$ cat config.mk
export PLATFORM = sky130hd
export DESIGN_NAME = tps_engine
export DESIGN_NICKNAME = d
export VERILOG_FILES = /design/src/rtl/tps_pkg.sv /design/src/rtl/tps_divider.sv /design/src/rtl/tps_ctrl.sv /design/src/rtl/tps_datapath.sv /design/src/rtl/tps_engine.sv
export SDC_FILE = /design/constraint.sdc
export NUM_CORES = 1
export LEC_CHECK = 0
export BUFFER_PORTS_ARGS = -buffer_cell sky130_fd_sc_hd__buf_4
export CAP_MARGIN = 25
export CORE_MARGIN = 2
export CORE_UTILIZATION = 25
export DETAILED_ROUTE_END_ITERATION = 10
export PLACE_DENSITY = 0.45
export SYNTH_ARGS = -nofsm -noshare
export SYNTH_HDL_FRONTEND = slang
export SYNTH_SLANG_ARGS = --single-unit
$ cat constraint.sdc
create_clock -name clk -period 2.6 [get_ports clk]
set_clock_uncertainty 0.15 [all_clocks]
set_input_delay 0.26 -clock clk [delete_from_list [all_inputs] [get_ports clk]]
set_output_delay 0.26 -clock clk [all_outputs]
set_load 0.02 [all_outputs]
$ cat src/rtl/tps_pkg.sv
package tps_pkg;

  typedef enum logic [1:0] {
    PH_NTDI = 2'd0,
    PH_TMS  = 2'd1,
    PH_TDO  = 2'd2
  } phase_e;

  typedef struct packed {
    logic load;     // latch a new request
    logic capture;  // sample TDO and advance to next logical bit
    logic driveEn;  // probe owns TMSC
    logic selTdi;   // first period: drive inverted TDI
  } dpStrobe_t;

endpackage

$ cat src/rtl/tps_divider.sv
module tps_divider #(
  parameter int SYS_HZ     = 100_000_000,
  parameter int MIN_TCK_HZ = 500_000,
  parameter int DIV_W      = 16
) (
  input  logic             clk,
  input  logic             rstN,
  input  logic             load,
  input  logic             run,
  input  logic [DIV_W-1:0] divReq,
  output logic             tick
);
  localparam int HALF_MAX = SYS_HZ / (2 * MIN_TCK_HZ);
  localparam int CW       = $clog2(HALF_MAX + 1);

  logic [CW-1:0] clampedLen;
  logic [CW-1:0] halfLen;
  logic [CW-1:0] cnt;

  always_comb begin
    if (divReq == '0)
      clampedLen = CW'(1);
    else if (divReq > DIV_W'(HALF_MAX))
      clampedLen = CW'(HALF_MAX);
    else
      clampedLen = divReq[CW-1:0];
  end

  assign tick = run && (cnt == halfLen - CW'(1));

  always_ff @(posedge clk or negedge rstN) begin
    if (!rstN) begin
      halfLen <= CW'(1);
      cnt     <= '0;
    end else if (load) begin
      halfLen <= clampedLen;
      cnt     <= '0;
    end else if (run) begin
      if (tick) cnt <= '0;
      else      cnt <= cnt + CW'(1);
    end
  end

  // Half period always within [1, HALF_MAX] while running
  assert_half_clamp_R6: assert property (@(posedge clk) disable iff (!rstN)
    run |-> (halfLen >= CW'(1) && halfLen <= CW'(HALF_MAX)));

  // Counter never passes the programmed half period
  assert_cnt_bound_R5: assert property (@(posedge clk) disable iff (!rstN)
    run |-> (cnt < halfLen));

endmodule

$ cat src/rtl/tps_ctrl.sv
module tps_ctrl
  import tps_pkg::*;
#(
  parameter int MAX_BITS = 32,
  localparam int CNT_W   = $clog2(MAX_BITS + 1)
) (
  input  logic             clk,
  input  logic             rstN,
  input  logic             start,
  input  logic [CNT_W-1:0] bitCount,
  input  logic             tick,
  output logic             busy,
  output logic             done,
  output logic             tckc,
  output dpStrobe_t        strobe
);
  phase_e           phase;
  logic [CNT_W-1:0] bitsLeft;
  logic [CNT_W-1:0] clampedCnt;
  logic             accept;
  logic             endOfBit;

  assign accept     = start && !busy && (bitCount != '0);
  assign clampedCnt = (bitCount > CNT_W'(MAX_BITS)) ? CNT_W'(MAX_BITS) : bitCount;
  assign endOfBit   = busy && tick && tckc && (phase == PH_TDO);

  always_ff @(posedge clk or negedge rstN) begin
    if (!rstN) begin
      busy     <= 1'b0;
      done     <= 1'b0;
      tckc     <= 1'b0;
      phase    <= PH_NTDI;
      bitsLeft <= '0;
    end else begin
      done <= 1'b0;
      if (accept) begin
        busy     <= 1'b1;
        tckc     <= 1'b0;
        phase    <= PH_NTDI;
        bitsLeft <= clampedCnt;
      end else if (busy && tick) begin
        if (!tckc) begin
          tckc <= 1'b1;
        end else begin
          tckc <= 1'b0;
          case (phase)
            PH_NTDI: phase <= PH_TMS;
            PH_TMS:  phase <= PH_TDO;
            default: begin
              phase    <= PH_NTDI;
              bitsLeft <= bitsLeft - CNT_W'(1);
              if (bitsLeft == CNT_W'(1)) begin
                busy <= 1'b0;
                done <= 1'b1;
              end
            end
          endcase
        end
      end
    end
  end

  always_comb begin
    strobe.load    = accept;
    strobe.capture = endOfBit;
    strobe.driveEn = busy && (phase != PH_TDO);
    strobe.selTdi  = (phase == PH_NTDI);
  end

  assert_tck_idle_low_R1: assert property (@(posedge clk) disable iff (!rstN)
    !busy |-> !tckc);

  assert_done_single_R7: assert property (@(posedge clk) disable iff (!rstN)
    done |=> !done);

  assert_done_follows_busy_R7: assert property (@(posedge clk) disable iff (!rstN)
    $fell(busy) |-> done);

  assert_busy_ignores_start_R9: assert property (@(posedge clk) disable iff (!rstN)
    (busy && start && !endOfBit) |=> $stable(bitsLeft));

endmodule

$ cat src/rtl/tps_datapath.sv
module tps_datapath
  import tps_pkg::*;
#(
  parameter int MAX_BITS = 32,
  localparam int IDX_W   = (MAX_BITS > 1) ? $clog2(MAX_BITS) : 1
) (
  input  logic                clk,
  input  logic                rstN,
  input  dpStrobe_t           strobe,
  input  logic [MAX_BITS-1:0] tmsVec,
  input  logic [MAX_BITS-1:0] tdiVec,
  input  logic                tmscIn,
  output logic                tmscOut,
  output logic                tmscOe,
  output logic [MAX_BITS-1:0] tdoVec
);
  logic [MAX_BITS-1:0] tmsSh;
  logic [MAX_BITS-1:0] tdiSh;
  logic [MAX_BITS-1:0] tdoR;
  logic [IDX_W-1:0]    idx;

  always_ff @(posedge clk or negedge rstN) begin
    if (!rstN) begin
      tmsSh <= '0;
      tdiSh <= '0;
      tdoR  <= '0;
      idx   <= '0;
    end else if (strobe.load) begin
      tmsSh <= tmsVec;
      tdiSh <= tdiVec;
      tdoR  <= '0;
      idx   <= '0;
    end else if (strobe.capture) begin
      tdoR[idx] <= tmscIn;
      tmsSh     <= tmsSh >> 1;
      tdiSh     <= tdiSh >> 1;
      idx       <= idx + IDX_W'(1);
    end
  end

  assign tmscOut = strobe.selTdi ? ~tdiSh[0] : tmsSh[0];
  assign tmscOe  = strobe.driveEn;
  assign tdoVec  = tdoR;

  // Line is never driven by the probe while TDO is sampled
  assert_release_at_sample_R3: assert property (@(posedge clk) disable iff (!rstN)
    strobe.capture |-> !tmscOe);

  assert_load_clears_tdo_R4: assert property (@(posedge clk) disable iff (!rstN)
    strobe.load |=> (tdoVec == '0));

endmodule

$ cat src/rtl/tps_engine.sv
module tps_engine
  import tps_pkg::*;
#(
  parameter int SYS_HZ     = 100_000_000,
  parameter int MIN_TCK_HZ = 500_000,
  parameter int MAX_BITS   = 32,
  parameter int DIV_W      = 16,
  localparam int CNT_W     = $clog2(MAX_BITS + 1)
) (
  input  logic                clk,
  input  logic                rstN,
  input  logic                start,
  input  logic [MAX_BITS-1:0] tmsVec,
  input  logic [MAX_BITS-1:0] tdiVec,
  input  logic [CNT_W-1:0]    bitCount,
  input  logic [DIV_W-1:0]    divReq,
  output logic                busy,
  output logic                done,
  output logic [MAX_BITS-1:0] tdoVec,
  output logic                tckc,
  output logic                tmscOut,
  output logic                tmscOe,
  input  logic                tmscIn
);
  dpStrobe_t strobe;
  logic      tick;

  tps_divider #(.SYS_HZ(SYS_HZ), .MIN_TCK_HZ(MIN_TCK_HZ), .DIV_W(DIV_W)) div_i (
    .clk(clk), .rstN(rstN), .load(strobe.load), .run(busy),
    .divReq(divReq), .tick(tick)
  );

  tps_ctrl #(.MAX_BITS(MAX_BITS)) ctrl_i (
    .clk(clk), .rstN(rstN), .start(start), .bitCount(bitCount),
    .tick(tick), .busy(busy), .done(done), .tckc(tckc), .strobe(strobe)
  );

  tps_datapath #(.MAX_BITS(MAX_BITS)) dp_i (
    .clk(clk), .rstN(rstN), .strobe(strobe), .tmsVec(tmsVec),
    .tdiVec(tdiVec), .tmscIn(tmscIn), .tmscOut(tmscOut),
    .tmscOe(tmscOe), .tdoVec(tdoVec)
  );

  assert_oe_only_busy_R1: assert property (@(posedge clk) disable iff (!rstN)
    tmscOe |-> busy);

endmodule

# Word level (Yosys, flattened, before mapping)
# Cells that the tools add are included.
dict set report totals {
  register_bits 126
  input_bits 90
  output_inout_bits 37
  elab_cells 86
}
dict set report classes {
  add_sub_neg 4
  magnitude_cmp 4
  eq_ne 6
  n_mux 39
  bitwise 1
  n_reduce_logical 21
}
# cell count
set op_table {}
lappend op_table {{32-bit 2-to-1 mux} 6}
lappend op_table {{7-bit 2-to-1 mux} 5}
lappend op_table {{32-bit bitwise mux} 1}
lappend op_table {{6-bit 2-to-1 mux} 5}
lappend op_table {{16-bit by 7-bit > comparator with 1-bit output (second input constant)} 1}
lappend op_table {{16-bit zero test} 1}
lappend op_table {{1-bit 2-to-1 mux} 15}
lappend op_table {{5-bit 2-to-1 mux} 2}
lappend op_table {{2-bit nonzero test} 5}
lappend op_table {{1-bit logical AND} 8}
lappend op_table {{7-bit by 1-bit adder with 7-bit output (second input constant)} 1}
lappend op_table {{7-bit equality test} 1}
lappend op_table {{7-bit by 1-bit subtractor with 7-bit output (second input constant)} 1}
lappend op_table {{6-bit by 1-bit equality test with 1-bit output (second input constant)} 1}
lappend op_table {{6-bit > comparator (second input constant)} 1}
lappend op_table {{5-bit by 6-bit < comparator with 1-bit output (second input constant)} 1}
lappend op_table {{2-bit 2-to-1 mux} 3}
lappend op_table {{6-bit nonzero test} 1}
lappend op_table {{6-bit by 1-bit subtractor with 6-bit output (second input constant)} 1}
lappend op_table {{5-bit by 1-bit adder with 5-bit output (second input constant)} 1}
lappend op_table {{1-bit demux with 5-bit select} 1}
lappend op_table {{5-bit by 1-bit greater-or-equal comparator with 1-bit output (second input constant)} 1}
lappend op_table {{2-bit case mux with 2 select lines} 1}
lappend op_table {{4-bit AND reduction} 1}
lappend op_table {{other kinds (10)} 10}

# Depth between registers and ports, before layout
dict set report depth {
  depth_word 8
  depth_mapped 10
  depth_no_buf 8
}

# By module
# Synthesis repeated with hierarchy kept, for this count alone.
dict set report hier_totals {
  cells_unflattened 638
  hier_area_um2 6429.9
}
# module n_inst cells_per_inst area_per_inst_um2 seq_area_each_um2
set modules_own_cells {}
lappend modules_own_cells {tps_datapath 1 455 4813.4 2527.4}
lappend modules_own_cells {tps_divider 1 108 929.6 351.6}
lappend modules_own_cells {tps_ctrl 1 75 686.9 275.3}

# Least setup slack after synthesis
# Ideal clock, no wire load.
dict set report synth_path {
  path_kind {register -> register}
  from {reg div_i.halfLen[0]}
  to {reg dp_i.tmsSh[7]}
  setup_ns 0.118
  arrival_time_ns 2.316
  required_time_ns 2.332
  path_slack_ns 0.016
  stages_incl_launch_ff 10
  n_path_buf 1
  period_less_slack_ns 2.584
  path_cell_list {dfstp_2 inv_1 ha_1 nor3b_2 mux2_1 a22o_2 o2111a_2 buf_2 a22o_1 a21o_1}
}
dict set report synth_between {
  elab_chain_len 7
}
# item line_no
set synth_lines {}
lappend synth_lines {{from (decl)} tps_divider.sv:17} ;# logic [CW-1:0] halfLen;
lappend synth_lines {{from (signal assigned)} tps_divider.sv:36} ;# halfLen <= clampedLen;
lappend synth_lines {{7-bit by 1-bit subtractor with 7-bit output} tps_divider.sv:29} ;# assign tick = run && (cnt == halfLen - CW'(1));
lappend synth_lines {{7-bit equality test} tps_divider.sv:29}
lappend synth_lines {{1-bit logical AND} tps_divider.sv:29}
lappend synth_lines {{1-bit logical AND (3 in series)} tps_ctrl.sv:25} ;# assign endOfBit = busy && tick && tckc && (phase == PH_TDO);
lappend synth_lines {{2-bit nonzero test (no line)} --}
lappend synth_lines {{to (signal assigned)} tps_datapath.sv:29} ;# tmsSh <= tmsVec;
lappend synth_lines {{to (signal assigned)} tps_datapath.sv:35} ;# tmsSh <= tmsSh >> 1;
lappend synth_lines {{to (decl)} tps_datapath.sv:17} ;# logic [MAX_BITS-1:0] tmsSh;
# No other way between the ends.
# A chain may end at the register's enable or synchronous reset.

# Worst setup path after layout
dict set report layout_path {
  from {reg div_i.halfLen[0]}
  to {reg dp_i.tdiSh[27]}
}
dict set report layout_between {
  elab_chain_len 7
}
# item line_no
set layout_lines {}
lappend layout_lines {{7-bit by 1-bit subtractor with 7-bit output} tps_divider.sv:29}
lappend layout_lines {{7-bit equality test} tps_divider.sv:29}
lappend layout_lines {{1-bit logical AND} tps_divider.sv:29}
lappend layout_lines {{1-bit logical AND (3 in series)} tps_ctrl.sv:25}
lappend layout_lines {{2-bit nonzero test (no line)} --}
lappend layout_lines {{to (signal assigned)} tps_datapath.sv:30} ;# tdiSh <= tdiVec;
lappend layout_lines {{to (signal assigned)} tps_datapath.sv:36} ;# tdiSh <= tdiSh >> 1;
lappend layout_lines {{to (decl)} tps_datapath.sv:18} ;# logic [MAX_BITS-1:0] tdiSh;
# No other way between the ends.

==> results.md <==
- Dividing the final minimum period by the clock period gives 103%.
- The worst setup slack after placement is -164 ps.
- The remaining antenna violation count after routing is 0.
- The die outline area is between 0.02 and 0.03 mm2.
- The initial antenna violation count was 0.
- The final total power is ~7000 uW.
- The first TritonRoute pass finished after 4 iterations.
- Measured against its own limit, the worst slew margin works out to ~64%.
- The initial utilization of the core area, before any placement, comes to approximately 26%.
- The flow ran to the end, but the final reports show violations.
- At the end of routability-driven placement, the weighted congestion stood at 0.766.
- The post-synthesis net count is 763.
- The data arrival time of the critical path is about 2800 ps.
- In the routed layout, each cell is associated on average with a via count of 4.58.
- The worst min-delay path startpoint is tdiVec[0].
- Clock latency on the worst-skew pair, taken at its later pin, is around 420 ps.
- The area of the mapped netlist is slightly above 0.006 mm2.
- Pin placement for this block handled 127 I/O pins.
- The clock passes through at most 2 buffers.
- Setup violations remaining at the end of the flow were counted as 18.
- Across all register-to-register paths, the minimum setup slack is -70 ps.
- The sink of the worst hold path is dp_i.tdiSh[0].
- The antenna cell count is 0.
- The count of yosys warnings during synthesis is 0.
- The slowest stage of the critical path is the dfstp_2 cell.
- For this run, the slowest stage of the critical path takes 530 ps.
- In this design, the critical path's most frequently occurring cell is buf_12.
- The achievable clock frequency is about 370 MHz.
- In this run the critical register-to-register path is captured at dp_i.tdiSh[27].
- For this block, the routed nets add up to between 15000 and 20000 um of wire.
- The number of slew-limit violations in the final report came to 0.
- The final reports fail on negative setup slack.
- Setup repair after global routing could not meet its margin everywhere.
- The worst hold path passes through 3 cells.
- The floorplan has 57 rows.
- The synthesized instance count is ~670.
- For this design the ratio of total power to cell area is around 760 mW/mm2.
- The category of the worst setup path capture point is a flip-flop.
- The number of vias in the routed layout is 5602.
- The transition at the pin with the smallest max-transition slack is between 500 and 600 ps.
- The clock slew at the register clock pins of the worst setup and hold paths is approximately 50 ps.
- The layout filler cell count is around 2.5k.
- The overall overflow remaining after global route is 0.
- Summed over all cells, the static leakage comes to approximately 0.0044 uW.
- Entering global routing, the biggest net connects 51 pins.
- Relative to the synthesized area, the layout overhead comes to 52.2%.
- Global routing consumed, over all layers together, between 10% and 20% of the routing resources.
- The reg-to-reg startpoint is div_i.halfLen[0].
- STA classifies the critical path startpoint as a flip-flop.
- Once layout is complete, the utilization of the core stands at 38.8%.
- The average wire per standard cell is between 15 and 20 um.
- The final worst-path setup slack is -69.3 ps.
- The final period demand of the worst path is roughly 2700 ps.
- The maximum ir drop on the vdd rail is about 0.35 mV.
- A synthesized cell averages 9.36 um2.
- The netlist uses 50 different library cells.
- The number of clock sinks is between 100 and 150.
- The first global-routing pass estimated a little under 30000 um of wire.
- The worst setup path is of the reg2reg kind.
- The region available for standard cell placement spans 0.0244 mm2.
- STA puts the critical path data required time at between 2000 and 3000 ps.
- The number of clock buffers inserted by TritonCTS is 17.
- The number of endpoints with negative hold slack in the final report is 0.
- Measured in cells, the most critical reg-to-reg path has a length of 11.
- The path class of the tightest hold or removal check is in2reg.
- For this run, design rule violations remaining after detail routing come to 0.
- Max-cap violations in this run came to 0.
- The synthesized design contains around 130 register bits.
- The H-tree was split into 4 levels.
- The floorplan step set the die height to 162 um.
- The library cell used most frequently in the layout, excluding fill and tap cells, is buf_4.
- The net count of the finished layout is just under 1k.
- The width of the die is ~160 um.
- The share of final-layout standard cells stronger than drive strength 1 is 27.2%.
- The clock tree root buffer cell is clkbuf_16.
- The sequential cell area fraction in the yosys report is 50.7%.
- The top cell types in the final layout, fill and taps aside, are 148 x buf_4, 143 x nand2_1, 125 x dfrtp_1.
- Buffers placed on the I/O ports in this run total 126.
- Walking the worst path, the cells encountered are inv_2 > ha_4 > nor3b_4 > mux2_4 > a22o_4 > o2111ai_4 > buf_12 > buf_12 > clkbuf_16 > nand2_2 > a31oi_1.
- The HPWL after detailed placement is approximately 12000 um.
- The number of global-route vias before repair came to ~5.6k.
- Of all nets on the critical path, the largest fanout is 6.
- The number of DRC violations after detailed-routing iteration 0 is around 380.
- The clock tree from TritonCTS is done.
==> metrics by stage <==
stage | instances | setup TNS, ps | instance area, um2 | hold slack, ps
detailed placement | 1110 | -4310 | 7830 | -0.779
CTS | 1214 | -58.9 | 9180 | 2.04
global route | 1224 | -5370 | 9470 | 9.62
finish | 1224 | -439 | 9470 | 16.9
global placement | 1109 | -3610 | 7800 | -6.82
floorplan | 665 | 0 | 6220 | -186
==> cells by family (layout without fill, tap and decap cells) <==
family | after synthesis | in the layout | share of synthesized area (%)
AND/OR/NAND/NOR | 279 | 279 | 19.5
AO/OA/AOI/OAI | 156 | 156 | 17.8
flip-flops | 126 | 126 | 50.7
buffers and inverters | 59 | 294 | 4.74
multiplexers | 22 | 22 | 3.56
XOR/XNOR | 15 | 15 | 2.11
adder cells (fa/ha/maj) | 8 | 8 | 1.61
==> cell usage after synthesis, drive strengths merged <==
library cell / count / area share [%]
nand2: 153 / 9.3
dfrtp: 125 / 50
nor2: 64 / 4.0
a31oi: 52 / 5.2
buf: 36 / 3.4
mux2i: 21 / 3.4
a22o: 20 / 2.8
o31ai: 20 / 2.4
a21o: 18 / 2.2
nand3: 17 / 1.4
o21ai: 14 / 1.1
and3: 13 / 1.3
inv: 13 / 0.78
o211ai: 13 / 1.6
xnor2: 12 / 1.7
clkbuf: 10 / 0.60
nor3: 9 / 0.88
ha: 8 / 1.6
a21oi: 7 / 0.56
or4: 6 / 0.72
or3: 5 / 0.50
nor4: 3 / 0.30
xor2: 3 / 0.42
a22oi: 2 / 0.24
a31o: 2 / 0.28
a32o: 2 / 0.32
nand2b: 2 / 0.20
nor2b: 2 / 0.20
nor4b: 2 / 0.38
or2: 2 / 0.20
a21boi: 1 / 0.12
a41oi: 1 / 0.14
dfstp: 1 / 0.42
mux2: 1 / 0.18
nor3b: 1 / 0.20
o2111a: 1 / 0.20
o2111ai: 1 / 0.24
o211a: 1 / 0.16
o22ai: 1 / 0.10
==> area by class of cell <==
class | count | area (um2) | area share (%)
Sequential cell | 126 | 3150 | 33.3
Multi-Input combinational cell | 480 | 2920 | 30.8
Timing Repair Buffer | 252 | 2370 | 25.0
Clock buffer | 18 | 429 | 4.53
Tap cell | 324 | 405 | 4.28
Clock inverter | 11 | 145 | 1.53
Inverter | 13 | 48.8 | 0.515
==> worst max-delay path: cells and delay by family (launching register included) <==
kind | cells | cell delay (ps)
compound gates | 3 | 790
fa+ha+maj | 1 | 150
buf+inv | 4 | 450
flops | 1 | 530
mux | 1 | 310
simple gates | 2 | 200
==> flip-flops by register name, summed over array words and instances (netlist names) <==
name and count:
ctrl_i.bitsLeft 6, ctrl_i.busy 1, ctrl_i.done 1, ctrl_i.phase 2, ctrl_i.tckc 1, div_i.cnt 7
div_i.halfLen 7, dp_i.idx 5, dp_i.tdiSh 32, dp_i.tdoVec 32, dp_i.tmsSh 32
==> worst max-delay path by stage <==
stage                                 from             end  slack, ps
after detailed placement  div_i.halfLen[0]   dp_i.tmsSh[3]       -160
after CTS                 div_i.halfLen[0]   dp_i.tmsSh[0]        -10
after floorplan           div_i.halfLen[0]   dp_i.tmsSh[7]         20
after global placement    div_i.halfLen[0]   dp_i.tmsSh[6]       -160
after global routing      div_i.halfLen[1]  dp_i.tdiSh[27]       -150
final                     div_i.halfLen[0]  dp_i.tdiSh[27]        -70
==> report_power, final <==
part | internal (uW) | switching, uW
combinational | 909 | 891
sequential | 2570 | 429
clock | 1490 | 888
==> what timing repair did <==
item / in CTS / in global routing
setup endpoints to repair: 77 / 90
buffers inserted: 3 / 5
hold buffers: 72 / 0
gates resized for setup: 7 / 33
hold endpoints to repair: 196 / 0
pin swaps: 7 / 27
gates cloned: 0 / 5
==> layer usage <==
metal	vias to the layer above	GRT usage [%]	share of wire (%)
met4	0	3.38	0.83
met2	101	22.3	47
met3	11	3.50	3.8
li1	2786	-	-
met1	2704	19.0	48
met5	-	0	0
Note: power is estimated with default switching activity, not from simulation.
